`src/rtl/issue_scoreboard.sv`:
```
module issue_scoreboard #(
    parameter int NREG         = 32,
    parameter int WB           = 2,
    parameter bit R0_HARDWIRED = 1'b1,
    localparam int RW          = $clog2(NREG)
) (
    input  logic               clk,
    input  logic               rst_n,
    input  logic [NREG-1:0]    set_vec,
    input  logic [WB-1:0]      wb_vld,
    input  logic [WB*RW-1:0]   wb_reg,
    output logic [NREG-1:0]    pending
);
    typedef struct packed {
        logic [NREG-1:0] pend;
    } sb_state_t;

    sb_state_t sb_d, sb_q;
    logic [NREG-1:0] clr_vec;

    always_comb begin
        clr_vec = '0;
        for (int k = 0; k < WB; k++) begin
            if (wb_vld[k]) clr_vec[wb_reg[k*RW +: RW]] = 1'b1;
        end
        // set has priority over clear
        sb_d.pend = (sb_q.pend & ~clr_vec) | set_vec;
    end

    always_ff @(posedge clk) begin
        if (!rst_n) sb_q <= '0;
        else        sb_q <= sb_d;
    end

    assign pending = sb_q.pend;

    // every bit set by an issue is pending on the next cycle
    a_r7_set_lands: assert property (@(posedge clk) disable iff (!rst_n)
        1'b1 |=> ((pending & $past(set_vec)) == $past(set_vec)));

    // a cleared bit with no competing set is gone on the next cycle
    a_r7_clear_lands: assert property (@(posedge clk) disable iff (!rst_n)
        1'b1 |=> ((pending & $past(clr_vec & ~set_vec)) == '0));

    generate
        if (R0_HARDWIRED) begin : g_zero_chk
            // register zero never becomes pending
            a_r9_zero_idle: assert property (@(posedge clk) disable iff (!rst_n)
                !pending[0]);
        end
    endgenerate
endmodule

```
`config.mk`:
```
export PLATFORM = sky130hd
export DESIGN_NAME = issue_scoreboard
export DESIGN_NICKNAME = d
export VERILOG_FILES = /design/src/rtl/issue_scoreboard.sv
export SDC_FILE = /design/constraint.sdc
export NUM_CORES = 1
export LEC_CHECK = 0
export BUFFER_PORTS_ARGS = -buffer_cell sky130_fd_sc_hd__buf_4
export CAP_MARGIN = 10
export CORE_ASPECT_RATIO = 1.5
export CORE_MARGIN = 2
export CORE_UTILIZATION = 50
export CTS_BUF_LIST = sky130_fd_sc_hd__clkbuf_4
export DETAILED_ROUTE_END_ITERATION = 12
export PLACE_DENSITY = 0.94
export REMOVE_ABC_BUFFERS = 1
export SYNTH_ARGS = -nofsm -noshare
export SYNTH_HDL_FRONTEND = slang
export SYNTH_SLANG_ARGS = --single-unit
export TNS_END_PERCENT = 20
```
`constraint.sdc`:
```
create_clock -name clk -period 1.35 [get_ports clk]
set_clock_uncertainty 0.05 [all_clocks]
set_input_delay 0.0675 -clock clk [delete_from_list [all_inputs] [get_ports clk]]
set_output_delay 0.0675 -clock clk [all_outputs]
set_load 0.1 [all_outputs]
```
* Word level (Yosys, flattened, before mapping)
Cells that the tools add are included.
** Word-level totals
- Register bits :: 32
- Bits of input ports :: 46
- Logic and storage cells :: 17
- Output and inout port bits :: 32
** Operators by class
- Reductions and logical operators :: 2
- $lt $le $gt $ge :: 4
- Bitwise operators :: 4
- Mux-type cells :: 6
** Operator list (number)
- 32-bit 2-to-1 mux :: 2
- 32-bit bitwise OR :: 2
- 32-bit AND :: 1
- 32-bit inverter :: 1
- 5-bit by 6-bit less-than comparator with 1-bit output, second input constant :: 2
- 1-bit demux with 5-bit select :: 2
- 5-bit by 1-bit >= comparator with 1-bit output, second input constant :: 2
- 1-bit logical AND :: 2
- 1-bit 2-to-1 mux :: 2

* Depth between registers and ports, before layout
Gate-level depths: netlist (run 1).
- Depth in word-level cells :: 10
- Mapped depth :: 3
- Depth with buffers taken out :: 3

* Least setup slack after synthesis (run 1)
Ideal clock, no wire load.
- Path kind :: reg2reg
- Start :: reg sb_q, in the netlist pending[10]
- End :: reg sb_q, in the netlist pending[10]
- Buffers on the path :: 0
- Cell stages (with the launch flop) :: 4
- Data required time :: 1242 ps
- Path slack :: -112 ps
- Arrival :: 1354 ps
- Clock period less this slack :: 1462 ps
- Setup time :: 58 ps
- Cell sequence :: dfxtp_1 -> inv_1 -> a221oi_1 -> o21a_1
** On the way
- Longest elaborated chain between the ends :: 2
** RTL lines
- from (decl) :: line 18 : sb_state_t sb_d, sb_q;
- from (signal assigned) :: line 31 : if (!rst_n) sb_q <= '0;
- from (signal assigned) :: line 32 : else sb_q <= sb_d;
- 32-bit AND :: line 27 : sb_d.pend = (sb_q.pend & ~clr_vec) | set_vec;
- 32-bit bitwise OR :: line 27
Every way passes these cells.
A chain may end at the register's enable or synchronous reset.

* Final worst setup path (run 1)
- Start :: reg sb_q, in the netlist pending[28]
- End :: out pending[28]
** RTL lines
- to (decl) :: line 12 : output logic [NREG-1:0] pending
No word-level cell between the ends.

==> out/qor.yml, run 1 <==
floorplanning:
  die_y_um: 71.9
  ioPinCount: 78
  rows: 24
  die_w_um: 49.3
  start_util_pct: 52.8
  fp.coreArea_mm2: 0.00291
  die_area_mm2: 0.00355
sta:
  finalCritPeriodShare_pct: 84.1
  fin_crit_ns: 1.14
  slew_viol_final: 0
  worstMarginPinSlew_ns: 0.496
  max_freq_mhz: 881
  slew_headroom_pct: 66.9
  setup_violations: 0
  rsz0062_at_grt: "no"
  report.final.hold_viol_count: 0
place:
  dpl.cell_count: 260
  gp_congestion: 0.848
  dp_hpwl_mm: 3.48
  io_buffers: 77
worst_setup_path:
  cp.arrival_ns: 1.02
  rrSetupSlack_ns: 0.43
  critical_path.endpoint: "pending[28]"
  path_max_fanout: 2
  path_delay_family: "flip-flops"
  required_ns: 1.23
  r2r-end: "pending[7]"
  worstSetupPathType: "reg -> out"
  crit_path_top_delay_cell: "dfxtp_1"
  critPathLaunchType: "flip-flop"
  crit_start: "pending[28]"
  worstReg2RegStart: "pending[7]"
  rr_worst_depth: 3
  cp_num_buf_inv: 1
  crit_path_max_incr_delay_ns: 0.37
  end_kind: "primary output"
  cp_num_cells: 1
  worstPathCellList: "buf_4"
drt:
  drt_iter0_drc: 49
  post_drt_wl_per_cell_um: 17.5
  wl_mm: 5.26
  dr.pass1.iters: 5
  drtAntennaViolNets: 0
  viasPerCell: 5.80
  vias: 1740
  remaining_drc_errors: 0
clock_network:
  cts_tree: "done"
  clk_path_buf_depth: 2
  cts_resized: 0
  ctsHtreeMaxLevel: 2
  clock-sinks: 32
  clk_latency_ns: 0.34
  path_clk_slew_ns: 0.10
  root_buffer: "clkbuf_4"
  cts_buffers: 5
logic_synthesis:
  syn_avg_cell_area_um2: 10.5
  ys_types: 21
  syn_area_mm2: 0.00154
  synthTopCellsByArea: "dfxtp_1 (42%), o21a_1 (16%), o221a_2 (9.5%), a221oi_1 (9.1%), inv_1 (3.9%)"
  synth.largest_area_cell: "dfxtp_1"
  ys_seq_area_share_pct: 41.6
  synthesis.instances: 147
  synth_top_area_share_pct: 41.6
  yosysWarnings: 0
  ys_ff_latch: 32
cells_and_area:
  final_nets: 306
  antennaDiodeCount: 0
  drive_gt1_share_pct: 39.5
  largest_register_ff_count: 32
  final_cells: 300
  final_core_util_pct: 86.7
  syn_to_final_growth_pct: 64.1
global_route:
  use_met1_pct: 31.2
  grt_usage_pct: 31.4
  antenna_found_initial: 0
  grt_pass1_vias: 1815
  grt_max_degree: 33
  grt_pass1_wl_mm: 8.47
  grt_overflow: 0
  grt_util_met2_pct: 59.0
  use_met3_pct: 7.61
  grt_busiest_layer: "met2"
pwr:
  p_clk_share_pct: 19.8
  sw_frac_of_total_pct: 41.1
  p_switching_mw: 1.08
  p_per_area_mw_per_mm2: 1040
  peakVddDrop_uv: 945
  seqPwrFrac_pct: 40.2
  p_int_mw: 1.55
  p_leak_nw: 1.10
  power_frac_comb_pct: 40.0
hold_path:
  hp-class: "in -> reg"
run_status:
  status: "completed"
job:
  cap_violations: 0
-- cell type report --
class | count | area (um^2)
timing repair buffer | 109 | 898
clock inverter | 3 | 13.8
inverter | 16 | 60.1
multi-input combinational | 96 | 827
clock buffer | 5 | 37.5
tap | 39 | 48.8
fill | 145 | 387
sequential | 32 | 641
-- cell usage after synthesis, drive strengths merged --
cell type,instances
nand4b,6
and4bb,6
o21a,32
inv,16
or2b,1
nand2,2
nor2b,3
nor4b,2
and2,2
dfxtp,32
nor2,2
o221a,16
a221oi,16
or2,2
and2b,1
nand4,2
nand2b,3
clkbuf,3
-- cell families after synthesis --
family / after synthesis / synth area share (%)
simple gates: 32 / 17.3
buf+inv: 19 / 4.63
compound gates: 64 / 36.4
flops: 32 / 41.6
-- how the worst min path moves through the flow --
stage / startpoint / endpoint / slack, ns / cells past startpoint
after floorplan: rst_n / pending[12] / 0.13 / 1
after global placement: set_vec[6] / pending[6] / 0.23 / 2
after detailed placement: set_vec[23] / pending[23] / 0.23 / 2
after CTS: rst_n / pending[22] / 0.07 / 2
after global routing: rst_n / pending[18] / 0.08 / 2
final: rst_n / pending[27] / 0.08 / 2
-- routing by layer --
layer  vias up  routed length [um]
met2        95                2830
met3        27                 360
li1        815                   -
met4         0                 230
met5         -                   0
met1       803                1840
-- cell usage in the layout (no fill, tap or decap), drive strengths merged --
cell type and n:
and2 2, dfxtp 32, clkinv 3, nand2b 3, a221oi 16, o21a 32
nor2b 3, inv 16, nor2 2, and2b 1, buf 77, clkbuf 5
dlygate4sd3 32, or2 2, nand4 2, o221a 16, nand2 2, or2b 1
nand4b 6, and4bb 6, nor4b 2
-- power by group through the flow --
stage / Sequential, mW / Clock, mW / Combinational (mW)
final: 1.06 / 0.521 / 1.05
after global placement: 1.07 / 0 / 0.953
after global routing: 1.06 / 0.570 / 1.09
after floorplan: 1.57 / 0 / 0.180
after detailed placement: 1.07 / 0 / 0.966
after CTS: 1.05 / 0.528 / 1.04
-- per-stage QoR --
| step | setup TNS (ns) | cell area [um^2] | setup WS, ns | hold slack [ns] | power, mW |
|---|---|---|---|---|---|
| finish | 0 | 2530 | 0.214 | 0.0804 | 2.63 |
| global route | 0 | 2530 | 0.172 | 0.0799 | 2.73 |
| CTS | 0 | 2530 | 0.219 | 0.0700 | 2.62 |
| detailed placement | 0 | 2150 | 0.118 | 0.228 | 2.04 |
| global placement | 0 | 2150 | 0.155 | 0.226 | 2.03 |
| floorplan | -3.46 | 1530 | -0.112 | 0.135 | 1.75 |
-- timing repair --
action                                 4_1_cts  5_1_grt
endpoints found under the hold margin       32        0
hold buffers                                32        0
setup endpoints to repair                    0        0
setup buffers                                0        0
Note: power is estimated with default switching activity, not from simulation.
==> inputs of run 2 (changes only) <==
- ABC_AREA: default -> 1
- CORE_UTILIZATION: 50 -> 43
- PLACE_DENSITY: 0.94 -> 0.86
- clock period: 1.35 -> 1 ns (I/O delays scaled with it)
==> run 2 against run 1 <==
- the flow now finishes with violations (setup timing)
- non-clock buffer count up 6
- area after synthesis grew 2.6%
- routed wire length is 37% higher
- sequential power grew 42%
- combinational power up 61%
- largest cell class unchanged
==> out/qor.yml, run 2 <==
run_status:
  status: "finished, violations left"
  violations: "setup timing"
global_route:
  grt_max_degree: 33
  grt_pass1_wl_mm: 10.6
  grt_busiest_layer: "met2"
  use_met1_pct: 36.8
  grt_usage_pct: 34.8
  antenna_found_initial: 0
  grt_overflow: 0
  grt_pass1_vias: 2289
  use_met3_pct: 8.94
  grt_util_met2_pct: 58.4
floorplanning:
  rows: 27
  ioPinCount: 78
  die_w_um: 53.5
  start_util_pct: 44.1
  die_area_mm2: 0.00418
  die_y_um: 78.2
  fp.coreArea_mm2: 0.00358
logic_synthesis:
  synthArstFlopShare_pct: 0
  synth_compound_area_share_pct: 10.1
  ys_ff_latch: 32
  yosysWarnings: 0
  syn_area_mm2: 0.00158
  synth.most_common_cell: "nand2_1"
  synth_common_cells: "nand2_1 (74), inv_1 (39), a21oi_1 (32), dfxtp_1 (32), nand3_1 (32)"
  synth-simple-area-share_pct: 38.4
  ys_seq_area_share_pct: 40.6
  synthAdderAreaFrac_pct: 0
  synth_top_area_share_pct: 40.6
  synthesis.instances: 242
  ys_types: 11
  synth-edff-count: 0
  synthTopCellsByArea: "dfxtp_1 (41%), nand2_1 (18%), a21oi_1 (10%), nand3_1 (10%), inv_1 (9.3%)"
  synth.largest_area_cell: "dfxtp_1"
  synth_mux_area_share_pct: 0
  synth_xor_area_share_pct: 0
  synthFlopType: "dfxtp_1"
  synth_top_family_by_area: "simple AND/OR/NAND/NOR gates"
  syn_avg_cell_area_um2: 6.52
place:
  dpl_worst_slack_ns: -0.0507
  io_buffers: 77
  gp_congestion: 0.887
  dp_hpwl_mm: 3.38
  dpl.cell_count: 362
worst_setup_path:
  cp.arrival_ns: 0.91
  crit_path_top_delay_cell: "dfxtp_2"
  crit_path_max_incr_delay_ns: 0.38
  worstSetupPathType: "reg -> out"
  path_delay_family: "flip-flops"
  critPathLaunchType: "flip-flop"
  path_max_fanout: 2
  end_kind: "primary output"
  cp_num_buf_inv: 1
  worstPathCellList: "buf_12"
  required_ns: 0.90
clock_network:
  clk_path_buf_depth: 2
  clock-sinks: 32
  cts_tree: "done"
  clk_latency_ns: 0.34
  path_clk_slew_ns: 0.10
  cts_buffers: 5
  root_buffer: "clkbuf_4"
  ctsHtreeMaxLevel: 2
pwr:
  p_leak_nw: 1.43
  power.total_mw: 4.15
  peakVddDrop_uv: 1150
  p_per_area_mw_per_mm2: 1340
sta:
  max_freq_mhz: 995
  setup_tns_ns: -0.0108
  fin_crit_ns: 1.01
  fin_ws_ns: -0.00509
  finalCritPeriodShare_pct: 101
  worstMarginPinSlew_ns: 0.454
  slew_headroom_pct: 69.7
  rsz0062_at_grt: "yes"
  setup_violations: 4
  slew_viol_final: 0
  report.final.hold_viol_count: 0
drt:
  viasPerCell: 5.36
  wl_mm: 7.19
  drtAntennaViolNets: 0
  drt_iter0_drc: 166
  vias: 2172
  dr.pass1.iters: 6
  remaining_drc_errors: 0
  post_drt_wl_per_cell_um: 17.7
cells_and_area:
  mostFrequentLayoutCell: "nand2_1"
  fillers: 174
  layout_common_cells: "nand2_1 (74), buf_4 (50), inv_1 (39)"
  multiInputGateArea_um2: 766
  largest_register_ff_count: 32
  final_nets: 407
  regArea_um2: 683
  drive_gt1_share_pct: 39.5
  antennaDiodeCount: 0
  syn_to_final_growth_pct: 96.0
  final_cells: 405
job:
  cap_violations: 0
hold_path:
  hp-class: "in -> reg"
-- run 2: cell count changes after synthesis, moves of 16 or more --
| cell | before | now |
|---|---|---|
| nand3_1 | 0 | 32 |
| inv_1 | 16 | 39 |
| nand2_1 | 2 | 74 |
| a221oi_1 | 16 | 0 |
| o21a_1 | 32 | 0 |
| a21oi_1 | 0 | 32 |
-- run 2: timing repair --
action                                 4_1_cts  5_1_grt
pin swaps                                    0        0
gates resized for setup                    127        2
endpoints found under the hold margin       32        0
setup endpoints to repair                   32       32
hold buffers                                32        0
buffers inserted                             0        3
-- run 2: kinds of logic (layout without fill, tap and decap cells) --
logic type / Yosys count / after routing
flip-flops: 32 / 32
buffers and inverters: 46 / 166
AND/OR/NAND/NOR: 132 / 132
AO/OA/AOI/OAI: 32 / 32
-- run 2: routing by layer --
metal / vias to the layer above / part of all wire, %
li1: 989 / -
met1: 982 / 35
met2: 153 / 50
met3: 48 / 8.3
met4: 0 / 6.3
met5: - / 0
-- run 2: worst paths after layout --
path / from / endpoint / slack, ns / cells past startpoint
worst min register to register: pending[25] / pending[25] / 0.45 / 2
worst max-delay path: pending[18] / pending[18] / -0.005 / 1
worst min-delay path: rst_n / pending[18] / 0.09 / 4
worst max register to register: pending[24] / pending[24] / 0.04 / 3
-- run 2: area by class of cell --
class,instances,area share [%]
well taps,43,1.74
clock buffers,5,1.21
multi-input cells,164,24.7
flip-flops and latches,32,22.1
inverters,43,5.21
clock inverters,3,1.21
repair buffers,115,43.8
-- run 2: report_power, final --
group / switching, mW / internal [mW]
Clock: 0.443 / 0.510
Sequential: 0.111 / 1.39
Combinational: 1.03 / 0.660
Total: 1.59 / 2.56
-- run 2: per-stage QoR --
step	cell area, um^2	hold slack, ns	util (%)
floorplan	1570	0.134	-
global placement	2230	0.252	62.4
detailed placement	2230	0.254	62.4
CTS	3070	0.0868	85.7
global route	3100	0.0846	86.4
finish	3100	0.0929	86.4
==> inputs of run 3 (changes only) <==
- clock period: 1 -> 0.9 ns (I/O delays scaled with it)
==> run 3 against run 2 <==
- the run still ends with setup timing left
- power increased by 4.9%
- cell count grew 0.49%
- sequential share of layout area is 0.22 points higher
- register-to-register slack lost 0.12 ns
- worst hold slack worse by 0.0040 ns
- non-clock buffer count is 3 higher
- critical path type unchanged
- global-route usage grew 0.74 points
==> out/qor.yml, run 3 (synthesis results as in run 2) <==
run_status:
  status: "finished, violations left"
  violations: "setup timing"
sta:
  setup_tns_ns: -3.04
  holdWs_ns: 0.0889
  setup_violations: 33
  max_freq_mhz: 974
  report.final.hold_viol_count: 0
  slew_headroom_pct: 75.6
  fin_crit_ns: 1.03
  rsz0062_at_grt: "yes"
  slew_viol_final: 0
  finalCritPeriodShare_pct: 114
  worstMarginPinSlew_ns: 0.365
  fin_ws_ns: -0.127
hold_path:
  hp-class: "in -> reg"
  min_path_cells: 4
  min_from: "rst_n"
worst_setup_path:
  crit_path_max_incr_delay_ns: 0.39
  cp.arrival_ns: 0.93
  rr_worst_depth: 2
  path_delay_family: "flip-flops"
  cp_num_buf_inv: 1
  required_ns: 0.81
  crit_path_top_delay_cell: "dfxtp_2"
  crit_start: "pending[15]"
  worstPathCellList: "buf_12"
  critPathLaunchType: "flip-flop"
  path_max_fanout: 2
  worstReg2RegStart: "pending[15]"
  worstSetupPathType: "reg -> out"
  end_kind: "primary output"
  cp_num_cells: 1
clock_network:
  clk_path_buf_depth: 2
  ctsHtreeMaxLevel: 2
  clock-sinks: 32
  cts_buffers: 5
  path_clk_slew_ns: 0.10
  cts_tree: "done"
  root_buffer: "clkbuf_4"
  clk_latency_ns: 0.35
pwr:
  p_int_mw: 2.55
  p_switching_mw: 1.79
  power_frac_comb_pct: 43.7
  p_leak_nw: 1.43
  p_per_area_mw_per_mm2: 1400
  peakVddDrop_uv: 1260
  p_clk_share_pct: 18.1
  sw_frac_of_total_pct: 41.3
  seqPwrFrac_pct: 38.2
floorplanning:
  start_util_pct: 44.1
  die_w_um: 53.5
  die_area_mm2: 0.00418
  ioPinCount: 78
  die_y_um: 78.2
  rows: 27
  fp.coreArea_mm2: 0.00358
drt:
  wl_mm: 7.48
  viasPerCell: 5.58
  drt_iter0_drc: 126
  dr.pass1.iters: 5
  drtAntennaViolNets: 0
  vias: 2271
  post_drt_wl_per_cell_um: 18.4
  remaining_drc_errors: 0
global_route:
  grt_pass1_wl_mm: 10.8
  grt_max_degree: 33
  grt_usage_pct: 35.5
  antenna_found_initial: 0
  grt_pass1_vias: 2405
  grt_overflow: 0
cells_and_area:
  mostFrequentLayoutCell: "nand2_1"
  antennaDiodeCount: 0
  layout_common_cells: "nand2_1 (74), buf_4 (53), inv_1 (39)"
  drive_gt1_share_pct: 40.1
  largest_register_ff_count: 32
  fillers: 163
  syn_to_final_growth_pct: 96.3
  final_nets: 410
job:
  cap_violations: 0
place:
  dp_hpwl_mm: 3.55
  io_buffers: 77
  gp_congestion: 0.928
[run 3: per-layer routing]
| metal | GRT usage [%] | wire length [um] | part of all wire, % |
|---|---|---|---|
| met1 | 33.4 | 2470 | 33 |
| met2 | 59.0 | 3700 | 49 |
| met3 | 10.6 | 631 | 8.4 |
| met4 | 30.8 | 679 | 9.1 |
| met5 | 0 | 0 | 0 |
[run 3: path summary, 6_finish.rpt]
check / endpoint / slack [ns]
setup / recovery: pending[15] / -0.13
hold / removal: pending[0] / 0.09
setup reg to reg: pending[15] / -0.08
hold reg to reg: pending[29] / 0.46
[run 3: power by group through the flow]
stage,combinational [mW],clock [mW],sequential (mW)
2_1_floorplan,0.262,0,2.35
3_3_place_gp,1.41,0,1.61
3_5_place_dp,1.43,0,1.61
4_1_cts,1.82,0.750,1.66
5_1_grt,1.96,0.839,1.67
6_report,1.90,0.786,1.66
[run 3: through the flow]
step | instance area [um^2] | total power, mW | std cells | utilization [%] | setup WS, ns
after global routing | 3100 | 4.47 | 407 | 86.5 | -0.131
after detailed placement | 2240 | 3.04 | 363 | 62.6 | -0.0632
after floorplan | 1570 | 2.61 | 239 | - | -0.432
after global placement | 2240 | 3.02 | 363 | 62.6 | -0.0477
after CTS | 3070 | 4.22 | 405 | 85.7 | -0.0875
final | 3100 | 4.35 | 407 | 86.5 | -0.127
[run 3: timing repair]
action	CTS	global route
gates resized for setup	128	5
pin swaps	0	0
hold endpoints to repair	32	0
hold buffers	32	0
setup buffers	3	2
endpoints found under the setup margin	32	32
[run 3: final cells by class]
cell class	instances	area (um^2)	area share [%]
Sequential cell	32	691	22.3
Multi-Input combinational cell	164	769	24.8
Tap cell	43	53.8	1.74
Timing Repair Buffer	118	1380	44.5
Clock inverter	2	7.51	0.242
Clock buffer	5	37.5	1.21
Inverter	43	161	5.21
